## src/rtl/irpt_pkg.sv

```systemverilog
package irpt_pkg;
    localparam int FIELD_W = 8;
    localparam int WIN_W   = 4 * FIELD_W;
    localparam int N_SYM   = 4;
    localparam int DATA_W  = 64;
    localparam int LEN_W   = $clog2(DATA_W + 1);
    localparam int CMP_W   = 32;
    localparam int LDR_SH  = 4;
    localparam int PD_SH   = 1;
    localparam int GAP_SH  = 3;

    typedef struct packed {
        logic [FIELD_W-1:0] pd_max;
        logic [FIELD_W-1:0] pd_min;
        logic [FIELD_W-1:0] w_max;
        logic [FIELD_W-1:0] w_min;
    } sym_win_t;

    typedef enum logic [1:0] {
        FR_IDLE = 2'd0,
        FR_BITS = 2'd1,
        FR_DROP = 2'd2
    } frame_st_e;

    function automatic logic win_hit(sym_win_t win, logic [CMP_W-1:0] w_sc,
                                     logic [CMP_W-1:0] p_sc);
        return (w_sc >= CMP_W'(win.w_min)) && (w_sc <= CMP_W'(win.w_max)) &&
               (p_sc >= CMP_W'(win.pd_min)) && (p_sc <= CMP_W'(win.pd_max));
    endfunction
endpackage

```

## src/rtl/irpt_sync.sv

```systemverilog
module irpt_sync (
    input  logic clk,
    input  logic rst,
    input  logic din,
    input  logic invert,
    output logic mark
);
    logic s1, s2;

    always_ff @(posedge clk) begin
        if (rst) begin
            s1 <= 1'b0;
            s2 <= 1'b0;
        end else begin
            s1 <= din;
            s2 <= s1;
        end
    end

    assign mark = s2 ^ invert;
endmodule

```

## src/rtl/irpt_meas.sv

```systemverilog
module irpt_meas
    import irpt_pkg::*;
#(
    parameter int CNT_W = 14
) (
    input  logic               clk,
    input  logic               rst,
    input  logic               mark,
    input  logic [FIELD_W-1:0] gap_min,
    output logic               pair_v,
    output logic [CNT_W-1:0]   pair_w,
    output logic [CNT_W-1:0]   pair_s,
    output logic               gap_v
);
    localparam logic [CNT_W-1:0] CMAX = {CNT_W{1'b1}};

    logic             prev, mdone, gseen;
    logic [CNT_W-1:0] mcnt, scnt, mlen;
    logic             gap_hit;

    assign gap_hit = (CMP_W'(scnt) >> GAP_SH) > CMP_W'(gap_min);

    always_ff @(posedge clk) begin
        if (rst) begin
            prev   <= 1'b0;
            mdone  <= 1'b0;
            gseen  <= 1'b1;
            mcnt   <= '0;
            scnt   <= '0;
            mlen   <= '0;
            pair_v <= 1'b0;
            pair_w <= '0;
            pair_s <= '0;
            gap_v  <= 1'b0;
        end else begin
            pair_v <= 1'b0;
            gap_v  <= 1'b0;
            prev   <= mark;
            if (mark) begin
                if (!prev) begin
                    mcnt  <= CNT_W'(1);
                    mdone <= 1'b0;
                    if (mdone) begin
                        pair_v <= 1'b1;
                        pair_w <= mlen;
                        pair_s <= scnt;
                    end
                end else if (mcnt != CMAX) begin
                    mcnt <= mcnt + CNT_W'(1);
                end
            end else begin
                if (prev) begin
                    mlen  <= mcnt;
                    mdone <= 1'b1;
                    scnt  <= CNT_W'(1);
                    gseen <= 1'b0;
                end else begin
                    if (scnt != CMAX) scnt <= scnt + CNT_W'(1);
                    if (!gseen && gap_hit) begin
                        gap_v <= 1'b1;
                        gseen <= 1'b1;
                        mdone <= 1'b0;
                    end
                end
            end
        end
    end

    // a saturated mark count stays saturated while the mark lasts
    a_r12_mark_sat: assert property (@(posedge clk) disable iff (rst)
        (mark && prev && mcnt == CMAX) |=> (mcnt == CMAX));
    // a frame-end pulse only follows a cycle spent in space
    a_r5_gap_in_space: assert property (@(posedge clk) disable iff (rst)
        gap_v |-> !$past(mark));
endmodule

```

## src/rtl/irpt_classify.sv

```systemverilog
module irpt_classify
    import irpt_pkg::*;
#(
    parameter int CNT_W = 14
) (
    input  logic [CNT_W-1:0]       pair_w,
    input  logic [CNT_W-1:0]       pair_s,
    input  logic [WIN_W-1:0]       win_leader,
    input  logic [N_SYM*WIN_W-1:0] win_data,
    output logic                   ldr_hit,
    output logic                   dat_hit,
    output logic                   dat_bit
);
    logic [CMP_W-1:0] w_x, p_x;
    logic [N_SYM-1:0] hit;

    assign w_x = CMP_W'(pair_w);
    assign p_x = CMP_W'(pair_w) + CMP_W'(pair_s);

    assign ldr_hit = win_hit(sym_win_t'(win_leader), w_x >> LDR_SH, p_x >> LDR_SH);

    for (genvar k = 0; k < N_SYM; k++) begin : g_win
        assign hit[k] = win_hit(sym_win_t'(win_data[k*WIN_W +: WIN_W]), w_x, p_x >> PD_SH);
    end

    always_comb begin
        dat_hit = 1'b0;
        dat_bit = 1'b0;
        for (int k = N_SYM - 1; k >= 0; k--) begin
            if (hit[k]) begin
                dat_hit = 1'b1;
                dat_bit = 1'((k % 2));
            end
        end
    end
endmodule

```

## src/rtl/irpt_decoder.sv

```systemverilog
module irpt_decoder
    import irpt_pkg::*;
#(
    parameter int CNT_W   = 14,
    parameter int LEN_CAP = 48
) (
    input  logic                   clk,
    input  logic                   rst,
    input  logic                   ir_in,
    input  logic                   ctl_enable,
    input  logic                   ctl_rx_invert,
    input  logic                   ctl_msb_first,
    input  logic                   ctl_bit_invert,
    input  logic                   ctl_need_leader,
    input  logic [WIN_W-1:0]       win_leader,
    input  logic [N_SYM*WIN_W-1:0] win_data,
    input  logic [FIELD_W-1:0]     gap_min,
    input  logic [4:0]             len_lo,
    input  logic [5:0]             len_hi,
    input  logic                   clr_valid,
    output logic [31:0]            data_lo,
    output logic [31:0]            data_hi,
    output logic [LEN_W-1:0]       rx_len,
    output logic                   rx_valid
);
    logic               mark, meas_rst;
    logic               pair_v, gap_v;
    logic [CNT_W-1:0]   pair_w, pair_s;
    logic               ldr_hit, dat_hit, dat_bit, nb;
    frame_st_e          st;
    logic [LEN_W-1:0]   cnt, lmin, lmax_raw, lmax;
    logic [DATA_W-1:0]  sr;
    logic               len_ok;

    assign meas_rst = rst || !ctl_enable;

    irpt_sync u_sync (
        .clk(clk), .rst(rst), .din(ir_in), .invert(ctl_rx_invert), .mark(mark)
    );

    irpt_meas #(.CNT_W(CNT_W)) u_meas (
        .clk(clk), .rst(meas_rst), .mark(mark), .gap_min(gap_min),
        .pair_v(pair_v), .pair_w(pair_w), .pair_s(pair_s), .gap_v(gap_v)
    );

    irpt_classify #(.CNT_W(CNT_W)) u_cls (
        .pair_w(pair_w), .pair_s(pair_s), .win_leader(win_leader),
        .win_data(win_data), .ldr_hit(ldr_hit), .dat_hit(dat_hit), .dat_bit(dat_bit)
    );

    assign nb       = dat_bit ^ ctl_bit_invert;
    assign lmin     = LEN_W'({len_lo[4:1], 1'b0});
    assign lmax_raw = LEN_W'({len_hi[5:1], 1'b0});
    assign lmax     = (lmax_raw > LEN_W'(LEN_CAP)) ? LEN_W'(LEN_CAP) : lmax_raw;
    assign len_ok   = (cnt >= lmin) && (cnt <= lmax);

    always_ff @(posedge clk) begin
        if (rst || !ctl_enable) begin
            st  <= FR_IDLE;
            cnt <= '0;
            sr  <= '0;
        end else if (gap_v) begin
            st <= FR_IDLE;
        end else if (pair_v) begin
            case (st)
                FR_IDLE: begin
                    if (ctl_need_leader) begin
                        st  <= ldr_hit ? FR_BITS : FR_DROP;
                        cnt <= '0;
                        sr  <= '0;
                    end else if (dat_hit) begin
                        st  <= FR_BITS;
                        cnt <= LEN_W'(1);
                        sr  <= DATA_W'(nb);
                    end else begin
                        st <= FR_DROP;
                    end
                end
                FR_BITS: begin
                    if (!dat_hit || cnt == LEN_W'(DATA_W)) begin
                        st <= FR_DROP;
                    end else begin
                        cnt <= cnt + LEN_W'(1);
                        if (ctl_msb_first) sr <= {sr[DATA_W-2:0], nb};
                        else               sr <= sr | (DATA_W'(nb) << cnt[LEN_W-2:0]);
                    end
                end
                default: ;
            endcase
        end
    end

    always_ff @(posedge clk) begin
        if (rst) begin
            data_lo  <= '0;
            data_hi  <= '0;
            rx_len   <= '0;
            rx_valid <= 1'b0;
        end else begin
            if (clr_valid) rx_valid <= 1'b0;
            if (ctl_enable && gap_v && st == FR_BITS && len_ok && !rx_valid) begin
                data_lo  <= sr[31:0];
                data_hi  <= sr[DATA_W-1:32];
                rx_len   <= cnt;
                rx_valid <= 1'b1;
            end
        end
    end

    // result holds while valid and not cleared
    a_r9_hold: assert property (@(posedge clk) disable iff (rst)
        (rx_valid && !clr_valid) |=> (rx_valid && $stable(data_lo) &&
                                      $stable(data_hi) && $stable(rx_len)));
    // a clear pulse drops the flag
    a_r9_clear: assert property (@(posedge clk) disable iff (rst)
        clr_valid |=> !rx_valid);
    // no accepted length above the cap
    a_r6_len_cap: assert property (@(posedge clk) disable iff (rst)
        $rose(rx_valid) |-> (rx_len <= LEN_W'(LEN_CAP)));
    // an aborted frame never raises valid at its end
    a_r10_abort_quiet: assert property (@(posedge clk) disable iff (rst)
        (st == FR_DROP && gap_v) |=> !$rose(rx_valid));
    // decoding held idle while disabled
    a_r11_off_idle: assert property (@(posedge clk) disable iff (rst)
        !ctl_enable |=> (st == FR_IDLE && !$rose(rx_valid)));
endmodule

```

## config.mk

```make
export PLATFORM = sky130hd
export DESIGN_NAME = irpt_decoder
export DESIGN_NICKNAME = d
export VERILOG_FILES = /design/src/rtl/irpt_pkg.sv /design/src/rtl/irpt_sync.sv /design/src/rtl/irpt_meas.sv /design/src/rtl/irpt_classify.sv /design/src/rtl/irpt_decoder.sv
export SDC_FILE = /design/constraint.sdc
export NUM_CORES = 1
export LEC_CHECK = 0
export BUFFER_PORTS_ARGS = -buffer_cell sky130_fd_sc_hd__clkbuf_2
export CORE_MARGIN = 1.5
export CORE_UTILIZATION = 45
export CTS_CLUSTER_SIZE = 28
export DETAILED_ROUTE_END_ITERATION = 8
export PLACE_DENSITY = 0.66
export SLEW_MARGIN = 20
export SYNTH_ARGS = -nofsm -noshare
export SYNTH_HDL_FRONTEND = slang
export SYNTH_HIERARCHICAL = 1
export SYNTH_SLANG_ARGS = --single-unit
```

## constraint.sdc

```tcl
create_clock -name clk -period 5.9 [get_ports clk]
set_input_delay 1.475 -clock clk [delete_from_list [all_inputs] [get_ports clk]]
set_output_delay 1.475 -clock clk [all_outputs]
set_load 0.05 [all_outputs]
```

==> impl_metrics.py <==
metrics = {
    "pwr": {
        "peakVddDrop_v": 0.000160,
        "finalPower_mw": 3.41,
        "powerDensity_nw_per_um2": 199,
        "leakagePower_nw": 7.86,
    },
    "drt": {
        "wl_per_cell_um": 17.9,
        "drtAntennaViolNets": 0,
        "drtIter0Drc": 964,
        "drt_first_pass_iters": 5,
        "viasPerCell": 5.70,
        "route.detailed.drc": 0,
        "drt-total-wl_mm": 43.4,
        "vias": 13800,
    },
    "synthesis": {
        "muxShareOfSynthArea": 0,
        "synth_compound_area_frac": 0.257,
        "synth_fa_ha_area_frac": 0.167,
        "yosysMostFrequentCell": "a21oi_1",
        "syn_area_sq_um": 14600,
        "netlist_top_cells_count": "a21oi_1, dfxtp_1, ha_1",
        "synth_area_per_cell_sq_um": 8.30,
        "yosysTopAreaCellShare": 0.304,
        "synthArstFlopShare": 0,
        "syn_inst": 1763,
        "synth_edf_count": 0,
        "syn-num-nets": 2146,
        "synthTopCellsByArea": "dfxtp_1, ha_1, a21oi_1",
        "synth_xor_area_frac": 0.0209,
        "synth_flop_cell": "dfxtp_1",
        "synth_seq_cells": 222,
        "ys_types": 87,
        "synth_top_family_by_area": "compound AO/OA/AOI/OAI gates",
        "yosysWarnings": 6,
        "yosysTopAreaCell": "dfxtp_1",
        "synthSimpleGateAreaFrac": 0.170,
        "synth_seq_area_share": 0.304,
    },
    "status": {
        "status": "completed",
    },
    "cts": {
        "numCtsBuffers": 25,
        "cts_setup_buffers": 0,
        "clock_sinks": 222,
        "ctsHoldBuffers": 0,
        "cts_resized": 0,
        "clk_pin_slew_ns": 0.06,
        "cts_buffer_depth": 3,
        "cts_root_buf": "clkbuf_16",
        "cts_max_level": 1,
        "clock_latency_ns": 0.54,
        "cts_tree": "built",
    },
    "floorplan": {
        "die_w_um": 183,
        "start_util": 0.460,
        "die_h_um": 183,
        "num_io_pins": 260,
        "dieArea_sq_um": 33600,
        "num_rows": 65,
        "core_area_sq_um": 31800,
    },
    "critical_path": {
        "worstSetupPathType": "flip-flop to flip-flop",
        "crit_path_end_kind": "flip-flop",
        "crit_required_ns": 6.38,
        "critPathMaxFanout": 8,
        "arrival_ns": 6.00,
        "cp-start-kind": "flip-flop",
    },
    "final_layout": {
        "seqCellArea_sq_um": 4440,
        "multi_input_area_sq_um": 9040,
        "final_nets": 2356,
        "utilization": 0.540,
        "drive_gt1_frac": 0.198,
        "syn2layout_area_growth_pct": 17.3,
        "stdcell_area_sq_um": 17200,
        "fillers": 2992,
    },
    "sta": {
        "tightest_slew_ns": 1.14,
        "fin_crit_ns": 5.52,
        "rsz0062_at_grt": "false",
        "whs_ns": 0.448,
        "tns_ns": 0,
        "finalCritPeriodShare": 0.936,
        "relSlewSlack": 0.240,
        "fin_worst_skew_ns": 0.0210,
        "slew_viol_final": 0,
        "final-setup-viol-count": 0,
        "finalHoldViolCount": 0,
        "max_freq_mhz": 181,
    },
    "global_routing": {
        "track_usage": 0.253,
        "grt_pass1_wl_mm": 69.1,
        "grt_max_degree": 75,
        "grt_pass1_vias": 13300,
        "antenna_found_initial": 4,
        "overflow": 0,
    },
    "job": {
        "maxCapViolCount": 0,
    },
    "placement": {
        "port_buffers": 257,
        "hpwl_mm": 32.2,
        "post_dp_cell_area_sq_um": 16300,
        "place_congestion": 0.895,
    },
    "min_path": {
        "hold_class": "flip-flop to flip-flop",
    },
}
==> registers in the layout, summed over array words and instances (netlist names), 2 cells and up <==
signal         cells
rx_len             7
data_hi           32
u_meas/mlen       14
cnt                7
sr                64
u_meas/pair_s     14
st                 2
data_lo           32
u_meas/mcnt       14
u_meas/scnt       14
u_meas/pair_w     14
==> cell usage in the layout, fill, tap and decap left out, types with 14 or more instances in the layout <==
cell type  instances
nand2_1          119
o21ai_0           46
xnor2_1           20
clkbuf_2         257
o221a_2           17
nand2b_1          17
nor2_1           125
inv_1            176
a21o_1            14
dfxtp_1          222
o21a_1            22
nand4_1           93
nand3_1           22
a211oi_1          14
buf_4             35
a21oi_1          224
ha_1             194
nor2b_1           15
o221a_1           44
o31ai_1           73
clkbuf_16         25
==> final timing paths <==
kind / from / to / slack (ns) / depth (start not counted)
worst max register to register: u_meas/pair_w[0] / sr[4] / 0.38 / 21
worst min-delay path: u_sync/s1 / u_sync/s2 / 0.45 / 1
worst min register to register: u_sync/s1 / u_sync/s2 / 0.45 / 1
worst max-delay path: u_meas/pair_w[0] / sr[4] / 0.38 / 21
==> stage by stage <==
stage          std cells  setup slack, ns
2_1_floorplan       1763            0.932
3_3_place_gp        2380            0.527
3_5_place_dp        2380            0.431
4_1_cts             2426            0.415
5_1_grt             2427           0.0433
6_report            2429            0.380
==> cells by family (layout without fill, tap and decap cells) <==
group	Yosys count	in the layout
flops	222	222
buf+inv	289	518
simple gates	479	479
compound gates	544	544
other cells	0	2
xor+xnor	34	34
fa+ha+maj	195	195
==> cell type report <==
class | count | area share
diodes | 2 | 0.000291
clock buffers | 38 | 0.0445
clock inverters | 8 | 0.00670
inverters | 177 | 0.0387
multi-input cells | 1252 | 0.526
flip-flops and latches | 222 | 0.259
well taps | 435 | 0.0317
repair buffers | 295 | 0.0932
==> critical path, cell delays in order (launching register included) <==
cell	delay (ns)
dfxtp_1	0.37
nand2_1	0.08
fa_1	0.41
nor2b_2	0.14
o31a_1	0.20
o21ai_0	0.10
nand2b_1	0.09
a21oi_1	0.07
xnor2_1	0.36
ha_1	0.34
a21o_1	0.20
nor2_1	0.09
a31oi_1	0.15
or4_1	0.55
a21oi_1	0.19
a211oi_1	0.10
o211a_1	0.27
xnor2_2	0.28
nor4b_2	0.98
a21oi_1	0.16
nor2_1	0.13
o221a_2	0.19
==> metal layers <==
layer	vias up	part of all wire	GRT usage
met4	2	0.025	0.0748
li1	6869	-	-
met3	65	0.064	0.0407
met1	6467	0.47	0.346
met5	-	0.00030	0
met2	444	0.44	0.410
==> report_power, final <==
group,switching (mW),total (mW),internal (mW)
logic,0.164,0.276,0.112
clock network,0.644,1.63,0.988
registers,0.00305,1.50,1.50
No activity file was read; power rests on OpenSTA's default activity.
